**src/rtl/bar_dec_pkg.sv**
```systemverilog
package bar_dec_pkg;

    localparam logic [3:0] CMD_IO_RD   = 4'b0010;
    localparam logic [3:0] CMD_IO_WR   = 4'b0011;
    localparam logic [3:0] CMD_MEM_RD  = 4'b0110;
    localparam logic [3:0] CMD_MEM_WR  = 4'b0111;
    localparam logic [3:0] CMD_MEM_RDM = 4'b1100;
    localparam logic [3:0] CMD_MEM_RDL = 4'b1110;

    typedef struct packed {
        logic frame;
        logic hit;
        logic mem;
    } dec_state_t;

endpackage

```
**src/rtl/bar_cmd_class.sv**
```systemverilog
module bar_cmd_class
    import bar_dec_pkg::*;
(
    input  logic [3:0] cmd,
    output logic       is_io,
    output logic       is_mem
);

    always_comb begin
        is_io  = 1'b0;
        is_mem = 1'b0;
        case (cmd)
            CMD_IO_RD, CMD_IO_WR:                            is_io  = 1'b1;
            CMD_MEM_RD, CMD_MEM_WR, CMD_MEM_RDM, CMD_MEM_RDL: is_mem = 1'b1;
            default: ;
        endcase
    end

endmodule

```
**src/rtl/bar_reg.sv**
```systemverilog
module bar_reg #(
    parameter int ADDR_W   = 32,
    parameter int WIN_BITS = 5,
    parameter bit IS_IO    = 1'b1
) (
    input  logic                       clk,
    input  logic                       rst_n,
    input  logic                       wr_sel,
    input  logic [ADDR_W/8-1:0]        be,
    input  logic [ADDR_W-1:0]          wdata,
    output logic [ADDR_W-WIN_BITS-1:0] base,
    output logic [ADDR_W-1:0]          rd_word
);

    localparam int BASE_W = ADDR_W - WIN_BITS;
    localparam logic [WIN_BITS-1:0] LOW_BITS = WIN_BITS'(IS_IO);

    logic [BASE_W-1:0] base_d, base_q;
    logic              unused_wlow;

    assign unused_wlow = ^wdata[WIN_BITS-1:0];

    always_comb begin
        base_d = base_q;
        if (wr_sel) begin
            for (int b = 0; b < BASE_W; b++) begin
                if (be[(b + WIN_BITS) / 8]) begin
                    base_d[b] = wdata[b + WIN_BITS];
                end
            end
        end
    end

    always_ff @(posedge clk or negedge rst_n) begin
        if (!rst_n) begin
            base_q <= '0;
        end else begin
            base_q <= base_d;
        end
    end

    assign base    = base_q;
    assign rd_word = {base_q, LOW_BITS};

endmodule

```
**src/rtl/pci_bar_decoder.sv**
```systemverilog
module pci_bar_decoder
    import bar_dec_pkg::*;
#(
    parameter int ADDR_W      = 32,
    parameter int WIN_BITS    = 5,
    parameter int CFG_AW      = 6,
    parameter int IO_BAR_IDX  = 4,
    parameter int MEM_BAR_IDX = 5
) (
    input  logic                clk,
    input  logic                rst_n,
    input  logic                cfg_wr,
    input  logic [CFG_AW-1:0]   cfg_addr,
    input  logic [ADDR_W/8-1:0] cfg_be,
    input  logic [ADDR_W-1:0]   cfg_wdata,
    output logic [ADDR_W-1:0]   cfg_rdata,
    input  logic [ADDR_W-1:0]   ad,
    input  logic [3:0]          bus_cmd,
    input  logic                frame_start,
    input  logic                cmd_io_en,
    input  logic                cmd_mem_en,
    output logic                dec_hit,
    output logic                dec_mem
);

    localparam int BASE_W = ADDR_W - WIN_BITS;
    localparam int NBAR   = 2;
    localparam int IO_I   = 0;
    localparam int MEM_I  = 1;

    logic [BASE_W-1:0] bar_base [NBAR];
    logic [ADDR_W-1:0] bar_word [NBAR];
    logic [NBAR-1:0]   bar_wr;
    logic              is_io, is_mem;
    logic              unused_adlow;
    dec_state_t        st_d, st_q;

    assign unused_adlow = ^ad[WIN_BITS-1:0];

    assign bar_wr[IO_I]  = cfg_wr && (cfg_addr == CFG_AW'(IO_BAR_IDX));
    assign bar_wr[MEM_I] = cfg_wr && (cfg_addr == CFG_AW'(MEM_BAR_IDX));

    for (genvar g = 0; g < NBAR; g++) begin : g_bar
        bar_reg #(
            .ADDR_W   (ADDR_W),
            .WIN_BITS (WIN_BITS),
            .IS_IO    (g == IO_I)
        ) u_bar (
            .clk     (clk),
            .rst_n   (rst_n),
            .wr_sel  (bar_wr[g]),
            .be      (cfg_be),
            .wdata   (cfg_wdata),
            .base    (bar_base[g]),
            .rd_word (bar_word[g])
        );
    end

    bar_cmd_class u_cls (
        .cmd    (bus_cmd),
        .is_io  (is_io),
        .is_mem (is_mem)
    );

    always_comb begin
        cfg_rdata = '0;
        if (cfg_addr == CFG_AW'(IO_BAR_IDX)) begin
            cfg_rdata = bar_word[IO_I];
        end else if (cfg_addr == CFG_AW'(MEM_BAR_IDX)) begin
            cfg_rdata = bar_word[MEM_I];
        end
    end

    always_comb begin
        logic start, io_m, mem_m;
        st_d       = st_q;
        start      = frame_start && !st_q.frame;
        io_m       = start && is_io && cmd_io_en
                     && (ad[ADDR_W-1:WIN_BITS] == bar_base[IO_I]);
        mem_m      = start && is_mem && cmd_mem_en
                     && (ad[ADDR_W-1:WIN_BITS] == bar_base[MEM_I]);
        st_d.frame = frame_start;
        st_d.hit   = io_m || mem_m;
        st_d.mem   = mem_m;
    end

    always_ff @(posedge clk or negedge rst_n) begin
        if (!rst_n) begin
            st_q <= '0;
        end else begin
            st_q <= st_d;
        end
    end

    assign dec_hit = st_q.hit;
    assign dec_mem = st_q.mem;

endmodule

```
**config.mk**
```make
export PLATFORM = sky130hd
export DESIGN_NAME = pci_bar_decoder
export DESIGN_NICKNAME = d
export VERILOG_FILES = /design/src/rtl/bar_dec_pkg.sv /design/src/rtl/bar_cmd_class.sv /design/src/rtl/bar_reg.sv /design/src/rtl/pci_bar_decoder.sv
export SDC_FILE = /design/constraint.sdc
export NUM_CORES = 1
export LEC_CHECK = 0
export CAP_MARGIN = 40
export CORE_MARGIN = 1
export CORE_UTILIZATION = 60
export CTS_CLUSTER_SIZE = 12
export DETAILED_ROUTE_END_ITERATION = 7
export DONT_BUFFER_PORTS = 1
export PLACE_DENSITY = 0.76
export RECOVER_POWER = 100
export SKIP_CTS_REPAIR_TIMING = 1
export SLEW_MARGIN = 30
export SYNTH_ARGS = -nofsm -noshare
export SYNTH_HDL_FRONTEND = slang
export SYNTH_SLANG_ARGS = --single-unit
```
**constraint.sdc**
```tcl
create_clock -name clk -period 3.3 [get_ports clk]
set_input_delay 0.99 -clock clk [delete_from_list [all_inputs] [get_ports clk]]
set_output_delay 0.99 -clock clk [all_outputs]
set_load 0.01 [all_outputs]
```
; ---- Word level (Yosys, flattened, before mapping)
; Index checks and enable logic that the tools add are counted.
; W data, S select, Z words.
[totals]
word_cells = 46
out_inout_bits = 34
regBits = 57
[classes]
mux = 4
n_eq_ne = 10
n_reduce_logical = 21
[op_table]
columns = op, count
row1 = $mux W32, 2
row2 = $eq A27 B27 Y1, 2
row3 = $reduce_and A2 Y1, 8
row4 = $eq A6 B3 Y1 const B, 2
row5 = $logic_and A1 B1 Y1, 9
row6 = $eq A4 B2 Y1 const B, 2
row7 = $eq A4 B3 Y1 const B, 2
row8 = $eq A4 B4 Y1 const B, 2
row9 = $reduce_or A4 Y1, 1
row10 = $mux W1, 2
row11 = $reduce_or A2 Y1, 1
row12 = $logic_not A1 Y1, 1
row13 = $logic_or A1 B1 Y1, 1

; ---- Logic depth before layout (Yosys ltp)
[logic_depth]
ltp_word = 7
mapped_depth = 6
depth_no_buf = 5

; ---- Modules after synthesis
; A second synthesis with hierarchy kept.
[hier_totals]
hier_cells = 340
area_unflattened_um2 = 3737.3
[by_module_without_submodules]
columns = module, cells_per_inst, area_per_inst_um2, n_inst
row1 = bar_reg (g_bar[0].u_bar), 92, 1249.9, 1
row2 = bar_reg (g_bar[1].u_bar), 91, 1246.2, 1
row3 = pci_bar_decoder, 154, 1214.9, 1
row4 = bar_cmd_class, 3, 26.3, 1

; ---- Worst setup path after synthesis
; No wires, ideal clock.
[synth_path]
path_type = input-to-output
from = in cfg_addr[3]
to = out cfg_rdata[12]
arrival_ps = 2167
setup_slack_ps = 143
path_stages = 5
path_buffers = 2
cell_sequence = nand2b_1 > or4_4 > clkbuf_1 > buf_1 > nor2_1
[synth_via]
elab_chain_len = 3
[synth_rtl]
columns = element, line_no
row1 = from (decl), pci_bar_decoder.sv:13  ; input logic [CFG_AW-1:0] cfg_addr,
row2 = $eq A6 B3 Y1, pci_bar_decoder.sv:69  ; end else if (cfg_addr == CFG_AW'(MEM_BAR_IDX)) begin
row3 = $mux W32, pci_bar_decoder.sv:69
row4 = $mux W32 (*), pci_bar_decoder.sv:67  ; if (cfg_addr == CFG_AW'(IO_BAR_IDX)) begin
row5 = to (decl), pci_bar_decoder.sv:16  ; output logic [ADDR_W-1:0] cfg_rdata,
; Every way passes the cells marked *; elsewhere a longest branch is shown, timed or not.

; ---- Final worst setup path
[layout_path]
from = in cfg_addr[3]
to = out cfg_rdata[18]
; Same word-level chain as after synthesis.

==> results.md <==
- Status: finished, final reports clean
- Antenna cells: 0
- Wire length per cell: 20.5 um
- Clk sinks: 57
- Pleak: 1.55 nW
- Final Critical Period: 3020 ps
- Peak Freq: 0.331 GHz
- Placed insts: 332
- Core footprint: 5110 um2
- CTS tree: built
- P_int: 1.17 mW
- Max Fanout on Critical Path: 30
- First-pass GRT wire length: 10400 um
- Final hold vios: 0
- GRT Residual Overflow: 0
- Setup ws final: 278 ps
- Yosys warns: 0
- Layout area overhead: 5.78%
- CP Launch Type: primary input
- CP arrival: 2030 ps
- Port Buffers: 0
- #FFs+latches synth: 57
- Remaining DRCs: 0
- Cell Pwr Density: 463 nW/um2
- Gp weighted congestion: 0.794
- Starting Density: 62.7%
- Syn Area/Cell: 11.8 um2
- Reg2reg setup slack: 1490 ps
- Largest net degree at the start of global routing: 58
- Root Buffer: clkbuf_8
- Die X: 75.1 um
- Setup crit end kind: output pin
- Post-DP HPWL: 5210 um
- Final Skew: 4.86 ps
- Initial antenna violation count: 0
- Final cycle utilization of the critical path: 91.6%
- TritonRoute pass-1 iters: 4
- Critical path type: primary input to output pin
- Post-route setup TNS: 0 ps
- Worst slew pin tran: 674 ps
- Floorplan row count: 26
- Flop pwr share: 51.3%
- Dpl ws: 251 ps
- Post-layout util: 66.3%
- Max clock buf depth: 2
- Nets@finish: 357
- Drt initial violations: 116
- WL final: 7130 um
- GRT Overall Usage: 26.8%
- Slew Limit Fails: 0
- Top Ports: 118
- Hold_ws: 347 ps
- Die area: 5630 um2
- Total number of vias: 2082
- Number of global-route vias before repair: 2134
- Logic pwr share: 11.7%
- Die H: 75.1 um
- Final cell count without fillers: 348
- Clock power frac: 36.9%
- Peak VDD IR: 0.292 mV
- Clock transition at path regs: 70 ps
- Worst skew pair latency: 330 ps
- Switching share of power: 25.0%
- Cells after Synth: 272
- H-tree levels: 3
- CTS buffer count: 9
- Distinct cells, synth: 25
- CP required: 2310 ps
- Final ANT Viol Nets: 0
- # setup viols final: 0
- Unrepaired setup endpoints after global routing: false
- Classification of the worst-slack hold path: primary input to asynchronous set/reset pin
- Share of layout cells above drive strength 1: 24.1%
- Max cap viols: 0
- Sw Pwr: 392 uW
- Seq/Total Area, Yosys: 44.5%
- Worst slew margin: 55.0%
- Via/cell ratio: 5.98
- Syn Std Cell Area: 3200 um2
==> final timing paths <==
| kind | from | cells past startpoint | to |
|---|---|---|---|
| max | cfg_addr[3] | 3 | cfg_rdata[18] |
| min | rst_n | 0 | g_bar[0].u_bar.base[15] |
| max reg2reg | g_bar[0].u_bar.base[2] | 5 | dec_hit |
| min reg2reg | g_bar[0].u_bar.base[4] | 1 | g_bar[0].u_bar.base[4] |
| max in group asynchronous | rst_n | 0 | g_bar[0].u_bar.base[6] |
| min in group clk | g_bar[0].u_bar.base[4] | 1 | g_bar[0].u_bar.base[4] |
==> state kept, by name, summed over array words and instances (netlist names) <==
signal            count
g_bar.u_bar.base     54
dec_hit               1
dec_mem               1
st_q                  1
==> cell families (layout without fill, tap and decap cells) <==
logic type / count (synthesis) / count (layout) / synth area share, %
buffers and inverters: 13 / 16 / 2.15
XOR/XNOR: 54 / 54 / 14.8
multiplexers: 81 / 81 / 27.4
other: 1 / 4 / 0.117
AND/OR/NAND/NOR: 64 / 64 / 10.4
flip-flops: 57 / 57 / 44.5
AO/OA/AOI/OAI: 2 / 2 / 0.547
==> worst max-delay path: stages <==
cell	delay [ps]
nand2b_1	120
or4_4	620
nor2_1	300
==> stage by stage <==
stage	cell area [um2]	power [mW]
after floorplan	3210	0.967
after global placement	3230	0.996
after detailed placement	3230	1.00
after CTS	3410	1.58
after global routing	3390	1.63
final	3390	1.57
==> area by class of cell <==
cell class | count | area [um2]
fillers | 427 | 1720
flip-flops and latches | 57 | 1430
well taps | 70 | 87.6
clock buffers | 13 | 159
multi-input cells | 205 | 1700
clock inverters | 3 | 15.0
==> per-layer routing <==
layer	up-vias	global-route usage (%)	share of wire [%]
met5	-	0	0
met2	84	42.2	48
met1	1037	32.9	41
li1	945	-	-
met3	16	9.10	8.7
met4	0	13.4	2.3
==> power by group through the flow <==
stage               sequential [mW]  clock [mW]  combinational, mW
global route                  0.812       0.615              0.200
detailed placement            0.817           0              0.185
finish                        0.804       0.579              0.184
CTS                           0.804       0.585              0.186
floorplan                     0.805           0              0.162
global placement              0.814           0              0.183
==> cells in the final DEF (no fill, tap or decap) <==
master     Yosys  final
nor4_1         7      7
o41ai_1        1      1
or4_4          1      1
or4_1          1      1
conb_1         1      4
clkinv_2       0      3
mux2_1         1      2
nor3b_1        0      1
nand4_1       10     10
clkbuf_8       0     11
and2_0         0      4
a2111oi_0      1      1
xor2_1        22     22
mux2_2        53     52
xnor2_1       32     32
clkbuf_1       2      2
mux2i_1       27     27
nand3_1        2      2
nand2_1        2      5
dfrtp_1       57     57
nand2b_1       1      1
nor2_1        31     31
nor2b_1        1      1
==> synth_stat cells <==
cell type	instances	area (um2)
dfrtp_1	57	1430
mux2_2	53	597
xnor2_1	32	280
nor2_1	31	116
mux2i_1	27	270
xor2_1	22	193
nand4_1	10	62.6
nor4_1	7	43.8
and2_1	4	25.0
buf_2	4	20.0
buf_4	4	30.0
buf_1	3	11.3
nand2_2	3	18.8
clkbuf_1	2	7.51
nand2_1	2	7.51
nand3_1	2	10.0
a2111oi_0	1	8.76
conb_1	1	3.75
mux2_1	1	11.3
nand2b_1	1	6.26
nor2b_1	1	6.26
nor3b_4	1	18.8
o41ai_1	1	8.76
or4_1	1	7.51
or4_4	1	11.3
(Power assumes the default switching activity.)
